`src/rtl/tone_pkg.sv`:
```
package tone_pkg;

    typedef enum logic [1:0] {
        MEL_IDLE = 2'd0,
        MEL_HIGH = 2'd1,
        MEL_LOW  = 2'd2
    } mel_state_e;

    // control byte, bit 2 down to bit 0
    typedef struct packed {
        logic clk_out_en;
        logic div3_en;
        logic mel_en;
    } tone_ctrl_t;

endpackage

```
`src/rtl/tone_regs.sv`:
```
module tone_regs
    import tone_pkg::*;
#(
    parameter int             AW   = 8,
    parameter int             DW   = 8,
    parameter logic [AW-1:0]  BASE = 8'h11
) (
    input  logic          clk,
    input  logic          rst_n,
    input  logic          wr_en,
    input  logic [AW-1:0] wr_addr,
    input  logic [DW-1:0] wr_data,
    input  logic [AW-1:0] rd_addr,
    output logic [DW-1:0] rd_data,
    output logic [DW-1:0] hi_grp,
    output logic [DW-1:0] lo_grp,
    output tone_ctrl_t    ctrl
);
    localparam logic [AW-1:0] A_HI = BASE;
    localparam logic [AW-1:0] A_LO = AW'(BASE + 1);
    localparam logic [AW-1:0] A_CT = AW'(BASE + 2);

    logic [DW-1:0] hi_q, lo_q;
    tone_ctrl_t    ctl_q;

    always_ff @(posedge clk) begin
        if (!rst_n) begin
            hi_q  <= '0;
            lo_q  <= '0;
            ctl_q <= '0;
        end else if (wr_en) begin
            if (wr_addr == A_HI) hi_q  <= wr_data;
            if (wr_addr == A_LO) lo_q  <= wr_data;
            if (wr_addr == A_CT) ctl_q <= tone_ctrl_t'(wr_data[2:0]);
        end
    end

    always_comb begin
        rd_data = '0;
        if (rd_addr == A_HI) rd_data = hi_q;
        else if (rd_addr == A_LO) rd_data = lo_q;
        else if (rd_addr == A_CT) rd_data[2:0] = ctl_q;
    end

    assign hi_grp = hi_q;
    assign lo_grp = lo_q;
    assign ctrl   = ctl_q;


    stray_write_chk: assert property (@(posedge clk) disable iff (!rst_n)
        (wr_en && wr_addr != A_HI && wr_addr != A_LO && wr_addr != A_CT)
        |=> ($stable(hi_q) && $stable(lo_q) && $stable(ctl_q)));

endmodule

```
`src/rtl/tone_clkdiv.sv`:
```
module tone_clkdiv #(
    parameter int DIV = 3
) (
    input  logic clk,
    input  logic rst_n,
    input  logic div_en,
    output logic tick,
    output logic sq_out
);
    localparam int CW   = (DIV > 2) ? $clog2(DIV) : 1;
    localparam int HALF = (DIV - 1) / 2;

    logic [CW-1:0] cnt;
    logic          hi_pos, hi_neg;

    always_ff @(posedge clk) begin
        if (!rst_n || !div_en) cnt <= '0;
        else if (cnt == CW'(DIV - 1)) cnt <= '0;
        else cnt <= cnt + 1'b1;
    end

    assign hi_pos = div_en && (cnt < CW'(HALF));

    // half-cycle extension gives an even duty on an odd ratio
    always_ff @(negedge clk) begin
        if (!rst_n) hi_neg <= 1'b0;
        else hi_neg <= hi_pos;
    end

    assign tick   = div_en ? (cnt == CW'(DIV - 1)) : 1'b1;
    assign sq_out = div_en ? (hi_pos | hi_neg) : clk;


    tick_spacing_chk: assert property (@(posedge clk) disable iff (!rst_n)
        (tick && div_en) |=> (!tick || !div_en));

endmodule

```
`src/rtl/tone_melody.sv`:
```
module tone_melody
    import tone_pkg::*;
#(
    parameter int DW         = 8,
    parameter int STEPS      = 23,
    parameter int HIGH_STEPS = 12
) (
    input  logic          clk,
    input  logic          rst_n,
    input  logic          tick,
    input  logic [DW-1:0] hi_grp,
    output logic          wave
);
    localparam int SW = $clog2(STEPS);

    mel_state_e    state, state_nx;
    logic [DW-1:0] lat;
    logic [DW:0]   cyc;
    logic [SW-1:0] step;
    logic          step_done, start, period_end;

    assign step_done  = tick && (state != MEL_IDLE) && (cyc == ({1'b0, lat} + 1'b1));
    assign period_end = step_done && (step == SW'(STEPS - 1));
    assign start      = tick && (state == MEL_IDLE) && (hi_grp != '0);

    // state register
    always_ff @(posedge clk) begin
        if (!rst_n) state <= MEL_IDLE;
        else state <= state_nx;
    end

    // next state
    always_comb begin
        state_nx = state;
        unique case (state)
            MEL_IDLE: if (start) state_nx = MEL_HIGH;
            MEL_HIGH: if (step_done && step == SW'(HIGH_STEPS - 1)) state_nx = MEL_LOW;
            MEL_LOW:  if (period_end) state_nx = (hi_grp == '0) ? MEL_IDLE : MEL_HIGH;
            default:  state_nx = MEL_IDLE;
        endcase
    end

    // period counters
    always_ff @(posedge clk) begin
        if (!rst_n) begin
            lat  <= '0;
            cyc  <= '0;
            step <= '0;
        end else if (start || period_end) begin
            lat  <= hi_grp;
            cyc  <= '0;
            step <= '0;
        end else if (tick && state != MEL_IDLE) begin
            if (step_done) begin
                cyc  <= '0;
                step <= step + 1'b1;
            end else begin
                cyc <= cyc + 1'b1;
            end
        end
    end

    // outputs
    always_comb begin
        unique case (state)
            MEL_LOW: wave = 1'b0;
            default: wave = 1'b1;
        endcase
    end


    fall_at_step_chk: assert property (@(posedge clk) disable iff (!rst_n)
        $fell(wave) |-> ($past(step) == SW'(HIGH_STEPS - 1)));


    step_range_chk: assert property (@(posedge clk) disable iff (!rst_n)
        step < SW'(STEPS));


    latch_boundary_chk: assert property (@(posedge clk) disable iff (!rst_n)
        !$stable(lat) |-> ($past(step) == SW'(STEPS - 1) || $past(state) == MEL_IDLE));


    idle_hold_chk: assert property (@(posedge clk) disable iff (!rst_n)
        (state == MEL_IDLE && !(tick && hi_grp != '0)) |=> state == MEL_IDLE);

endmodule

```
`src/rtl/tone_gen_core.sv`:
```
module tone_gen_core
    import tone_pkg::*;
#(
    parameter int            ADDR_W     = 8,
    parameter int            DATA_W     = 8,
    parameter logic [7:0]    REG_BASE   = 8'h11,
    parameter int            TONE_DIV   = 3,
    parameter int            STEPS      = 23,
    parameter int            HIGH_STEPS = 12
) (
    input  logic              clk,
    input  logic              rst_n,
    input  logic              bus_wr,
    input  logic [ADDR_W-1:0] bus_waddr,
    input  logic [DATA_W-1:0] bus_wdata,
    input  logic [ADDR_W-1:0] bus_raddr,
    output logic [DATA_W-1:0] bus_rdata,
    input  logic              mel_port_q,
    input  logic              clk_port_q,
    output logic              mel_pin,
    output logic              clk_pin
);
    logic [DATA_W-1:0] hi_grp, lo_grp;
    tone_ctrl_t        ctrl;
    logic              tick, tone_sq, mel_wave;

    tone_regs #(
        .AW  (ADDR_W),
        .DW  (DATA_W),
        .BASE(ADDR_W'(REG_BASE))
    ) u_regs (
        .clk    (clk),
        .rst_n  (rst_n),
        .wr_en  (bus_wr),
        .wr_addr(bus_waddr),
        .wr_data(bus_wdata),
        .rd_addr(bus_raddr),
        .rd_data(bus_rdata),
        .hi_grp (hi_grp),
        .lo_grp (lo_grp),
        .ctrl   (ctrl)
    );

    tone_clkdiv #(.DIV(TONE_DIV)) u_div (
        .clk   (clk),
        .rst_n (rst_n),
        .div_en(ctrl.div3_en),
        .tick  (tick),
        .sq_out(tone_sq)
    );

    tone_melody #(
        .DW        (DATA_W),
        .STEPS     (STEPS),
        .HIGH_STEPS(HIGH_STEPS)
    ) u_mel (
        .clk   (clk),
        .rst_n (rst_n),
        .tick  (tick),
        .hi_grp(hi_grp),
        .wave  (mel_wave)
    );

    // pin multiplexing: alternate signal gated by the port latch
    always_comb begin
        mel_pin = ctrl.mel_en     ? (mel_wave & mel_port_q) : mel_port_q;
        clk_pin = ctrl.clk_out_en ? (tone_sq  & clk_port_q) : clk_port_q;
    end


    mel_latch_gate_chk: assert property (@(posedge clk) disable iff (!rst_n)
        !mel_port_q |-> !mel_pin);

endmodule

```
`config.mk`:
```
export PLATFORM = sky130hd
export DESIGN_NAME = tone_gen_core
export DESIGN_NICKNAME = d
export VERILOG_FILES = /design/src/rtl/tone_pkg.sv /design/src/rtl/tone_regs.sv /design/src/rtl/tone_clkdiv.sv /design/src/rtl/tone_melody.sv /design/src/rtl/tone_gen_core.sv
export SDC_FILE = /design/constraint.sdc
export NUM_CORES = 1
export LEC_CHECK = 0
export BUFFER_PORTS_ARGS = -buffer_cell sky130_fd_sc_hd__buf_2
export CAP_MARGIN = 20
export CORE_MARGIN = 1.5
export CORE_UTILIZATION = 50
export CTS_CLUSTER_DIAMETER = 120
export CTS_CLUSTER_SIZE = 14
export DETAILED_ROUTE_END_ITERATION = 6
export GPL_TIMING_DRIVEN = 0
export PLACE_DENSITY = 0.71
export REMOVE_ABC_BUFFERS = 1
export SETUP_SLACK_MARGIN = 0.15
export SYNTH_ARGS = -nofsm -noshare
export SYNTH_HDL_FRONTEND = slang
export SYNTH_SLANG_ARGS = --single-unit
export TNS_END_PERCENT = 10
```
`constraint.sdc`:
```
create_clock -name clk -period 2.25 [get_ports clk]
set_clock_uncertainty 0.15 [all_clocks]
set_input_delay 0 -clock clk [delete_from_list [all_inputs] [get_ports clk]]
set_output_delay 0 -clock clk [all_outputs]
set_load 0.1 [all_outputs]
```
==> summary.md <==
| Metric | Value |
|---|---|
| Clock transition at path regs | 0.08 ns |
| Drt pass-1 iters | 4 |
| Synthesized flop and latch total | 46 |
| R2r startpoint | u_mel.lat[0] |
| WHS | 0.0284 ns |
| Crit-path slowest cell | dfxtp_2 |
| Routed wire per std cell | 14.4 µm |
| Rel. slew slack | 62.9% |
| CP Data Arrival Time | 2.50 ns |
| Placer Congestion | 0.819 |
| Slew @ Worst Pin | 0.555 ns |
| CP Max Fanout | 1 |
| Antenna diodes | 0 |
| Status | finished with violations |
| CP Cell Sequence | nor2_1, nand2_1, o21ai_2, a21boi_1, buf_6 |
| Sw Ratio | 23.3% |
| GRT Util Overall | 23.5% |
| Peak supply drop | 0.368 mV |
| DRC | 0 |
| Sink of the worst hold path | u_regs.hi_grp[1] |
| Largest stage delay on the critical path | 0.30 ns |
| Final Max Slew Viols | 0 |
| Comb pwr share | 5.7% |
| Failing checks | negative setup slack |
| Part of the power in registers | 52.2% |
| FILL cells | 393 |
| Initial drt markers | 106 |
| Leakage | 1.24 nW |
| HP Start | bus_waddr[5] |
| Fin. Hold Viols | 0 |
| Pwr Density | 487 nW/µm² |
| Die Area | 5460 µm² |
| FF-to-FF setup slack | -0.01 ns |
| I/O pin total | 39 |
| Largest area contributor in the netlist | dfxtp_1 |
| Routed Wire Length | 5960 µm |
| Vias/cell | 5.45 |
| Hold Crit Class | primary input to flip-flop |
| Core Box Area | 4790 µm² |
| First-pass GRT wire length | 9690 µm |
| Mapped Cells | 283 |
| Vias in the first global route | 2120 |
| IO buf count | 38 |
| Synth warnings | 0 |
| Reg2Reg Depth | 7 |
| Critical Path End Type | output pin |
| Dpl ws | -0.352 ns |
| Synth top cells by count | 46 x dfxtp_1, 30 x nand2_1, 27 x mux2i_1, 24 x nor2b_1, 18 x nor2_1 |
| Initial antenna violation count | 0 |
| Share of cells above drive strength 1 | 24.1% |
| DP HPWL | 3850 µm |
| CTS tree | done |
| Post-synth EDFFs | 0 |
| Horiz. Die Dim | 73.9 µm |
| Layout area overhead | 27.6% |
| Sequential fraction of the synthesis area | 36.7% |
| WHS Path Cells | 6 |
| Vias | 2263 |
| Syn Std Cell Area | 2510 µm² |
| RSZ-0062 raised after global routing | true |
| Post-synth cell types | 45 |
| Post-DRT Antenna Nets | 0 |
| Total gr overflow | 0 |
| Row count | 25 |
| Area contributors post-synth | dfxtp_1 37%, mux2i_1 11%, nor2b_1 6.0% |
| Largest net degree at the start of global routing | 34 |
| Final net count | 382 |
| Vert. Die Dim | 73.9 µm |
| Overall power | 1.56 mW |
| Kind of critical path | flip-flop to output pin |
| Post-synth top area share | 36.7% |
| Final setup viols | 2 |
| Initial Util | 52.5% |
| Most common cell in the synthesized netlist | dfxtp_1 |
| NetSw | 0.363 mW |
| Clk network pwr share | 42.1% |
| Post-Syn Area per Cell | 8.88 µm² |
| Maxcap violations | 0 |
| Post-route setup slack | -0.398 ns |
| Data required time at the worst endpoint | 2.10 ns |
| Worst r2r dst | u_mel.step[1] |
| Asr flop ratio synth | 0% |
| Synth Flop Type | dfxtp_1 |
| Critical path launch point type | flip-flop |
| Worst skew pair latency | 0.40 ns |
| Cell-internal power | 1.20 mW |
==> sequential cells by signal (all words and copies together) (netlist names) <==
name	count
u_div.hi_neg	1
u_mel.state	2
u_regs.hi_grp	8
u_regs.lo_grp	8
u_mel.lat	8
u_regs.ctrl	3
u_div.cnt	2
u_mel.cyc	9
u_mel.step	5
==> power by group through the flow <==
stage | Clock (mW) | Combinational [mW] | Sequential [mW]
floorplan | 0.0195 | 0.0275 | 0.834
global placement | 0.0202 | 0.0693 | 0.834
detailed placement | 0.0202 | 0.0701 | 0.834
CTS | 0.662 | 0.0875 | 0.814
global route | 0.707 | 0.0958 | 0.814
finish | 0.656 | 0.0897 | 0.814
==> critical path: cells and delay by family, from the launching register on <==
kind | cells | cell delay [ns]
compound gates | 2 | 0.23
buf+inv | 1 | 0.25
flops | 1 | 0.30
simple gates | 2 | 0.11
==> area by class of cell <==
type / count / area (µm²) / share of cell area (%)
clock buffers: 10 / 125 / 3.90
multi-input cells: 221 / 1600 / 49.9
repair buffers: 63 / 438 / 13.7
flip-flops and latches: 46 / 930 / 29.0
inverters: 5 / 18.8 / 0.585
clock inverters: 3 / 11.3 / 0.351
well taps: 67 / 83.8 / 2.62
==> cells by family after synthesis <==
group           count (synthesis)  share of synthesized area, %
simple gates                  127                          27.2
flops                          46                          36.7
compound gates                 41                          12.1
mux                            30                          12.1
xor+xnor                       17                          5.93
buf+inv                        16                          2.99
fa+ha+maj                       6                          2.99
==> per-layer routing <==
metal	vias up	wire length, µm	global-route usage, %
met1	1054	2800	29.3
met5	-	0	0
met3	8	255	5.62
met4	0	108	11.7
li1	1140	-	-
met2	61	2790	37.5
==> cells in the final DEF (no fill, tap or decap), types with 6 or more instances in the layout <==
cell,count
nor2b_1,24
nand3_1,6
dfxtp_1,41
nor3_1,13
dlygate4sd3_1,18
mux2i_1,27
nand2_1,29
buf_4,7
buf_2,37
xor2_1,9
nor2_1,16
a22oi_1,8
inv_1,8
clkbuf_8,8
xnor2_1,8
==> metrics by stage <==
stage / utilization [%] / cells / TNS (ns) / cell area, µm²
after global routing: 67.0 / 415 / -0.631 / 3210
after floorplan: - / 273 / -2.21 / 2460
after CTS: 65.6 / 412 / -0.370 / 3140
final: 67.0 / 415 / -0.413 / 3210
after detailed placement: 57.1 / 378 / -4.94 / 2730
after global placement: 57.1 / 378 / -3.53 / 2730
==> worst max path at each step <==
| stage | startpoint | end | slack [ns] | cells past startpoint |
|---|---|---|---|---|
| final | u_div.hi_neg | clk_pin | -0.40 | 5 |
| after CTS | u_div.hi_neg | clk_pin | -0.37 | 5 |
| after detailed placement | u_mel.lat[0] | u_mel.step[4] | -0.35 | 7 |
| after floorplan | u_div.hi_neg | clk_pin | -1.65 | 4 |
| after global routing | u_div.hi_neg | clk_pin | -0.46 | 5 |
| after global placement | u_mel.lat[0] | u_mel.step[4] | -0.31 | 7 |
==> repair_timing <==
action,4_1_cts,5_1_grt
gates resized for setup,25,9
pin swaps,9,6
endpoints found under the hold margin,26,0
hold buffers,18,0
buffers inserted,5,3
endpoints found under the setup margin,25,25
No activity file was read; power rests on OpenSTA's default activity.
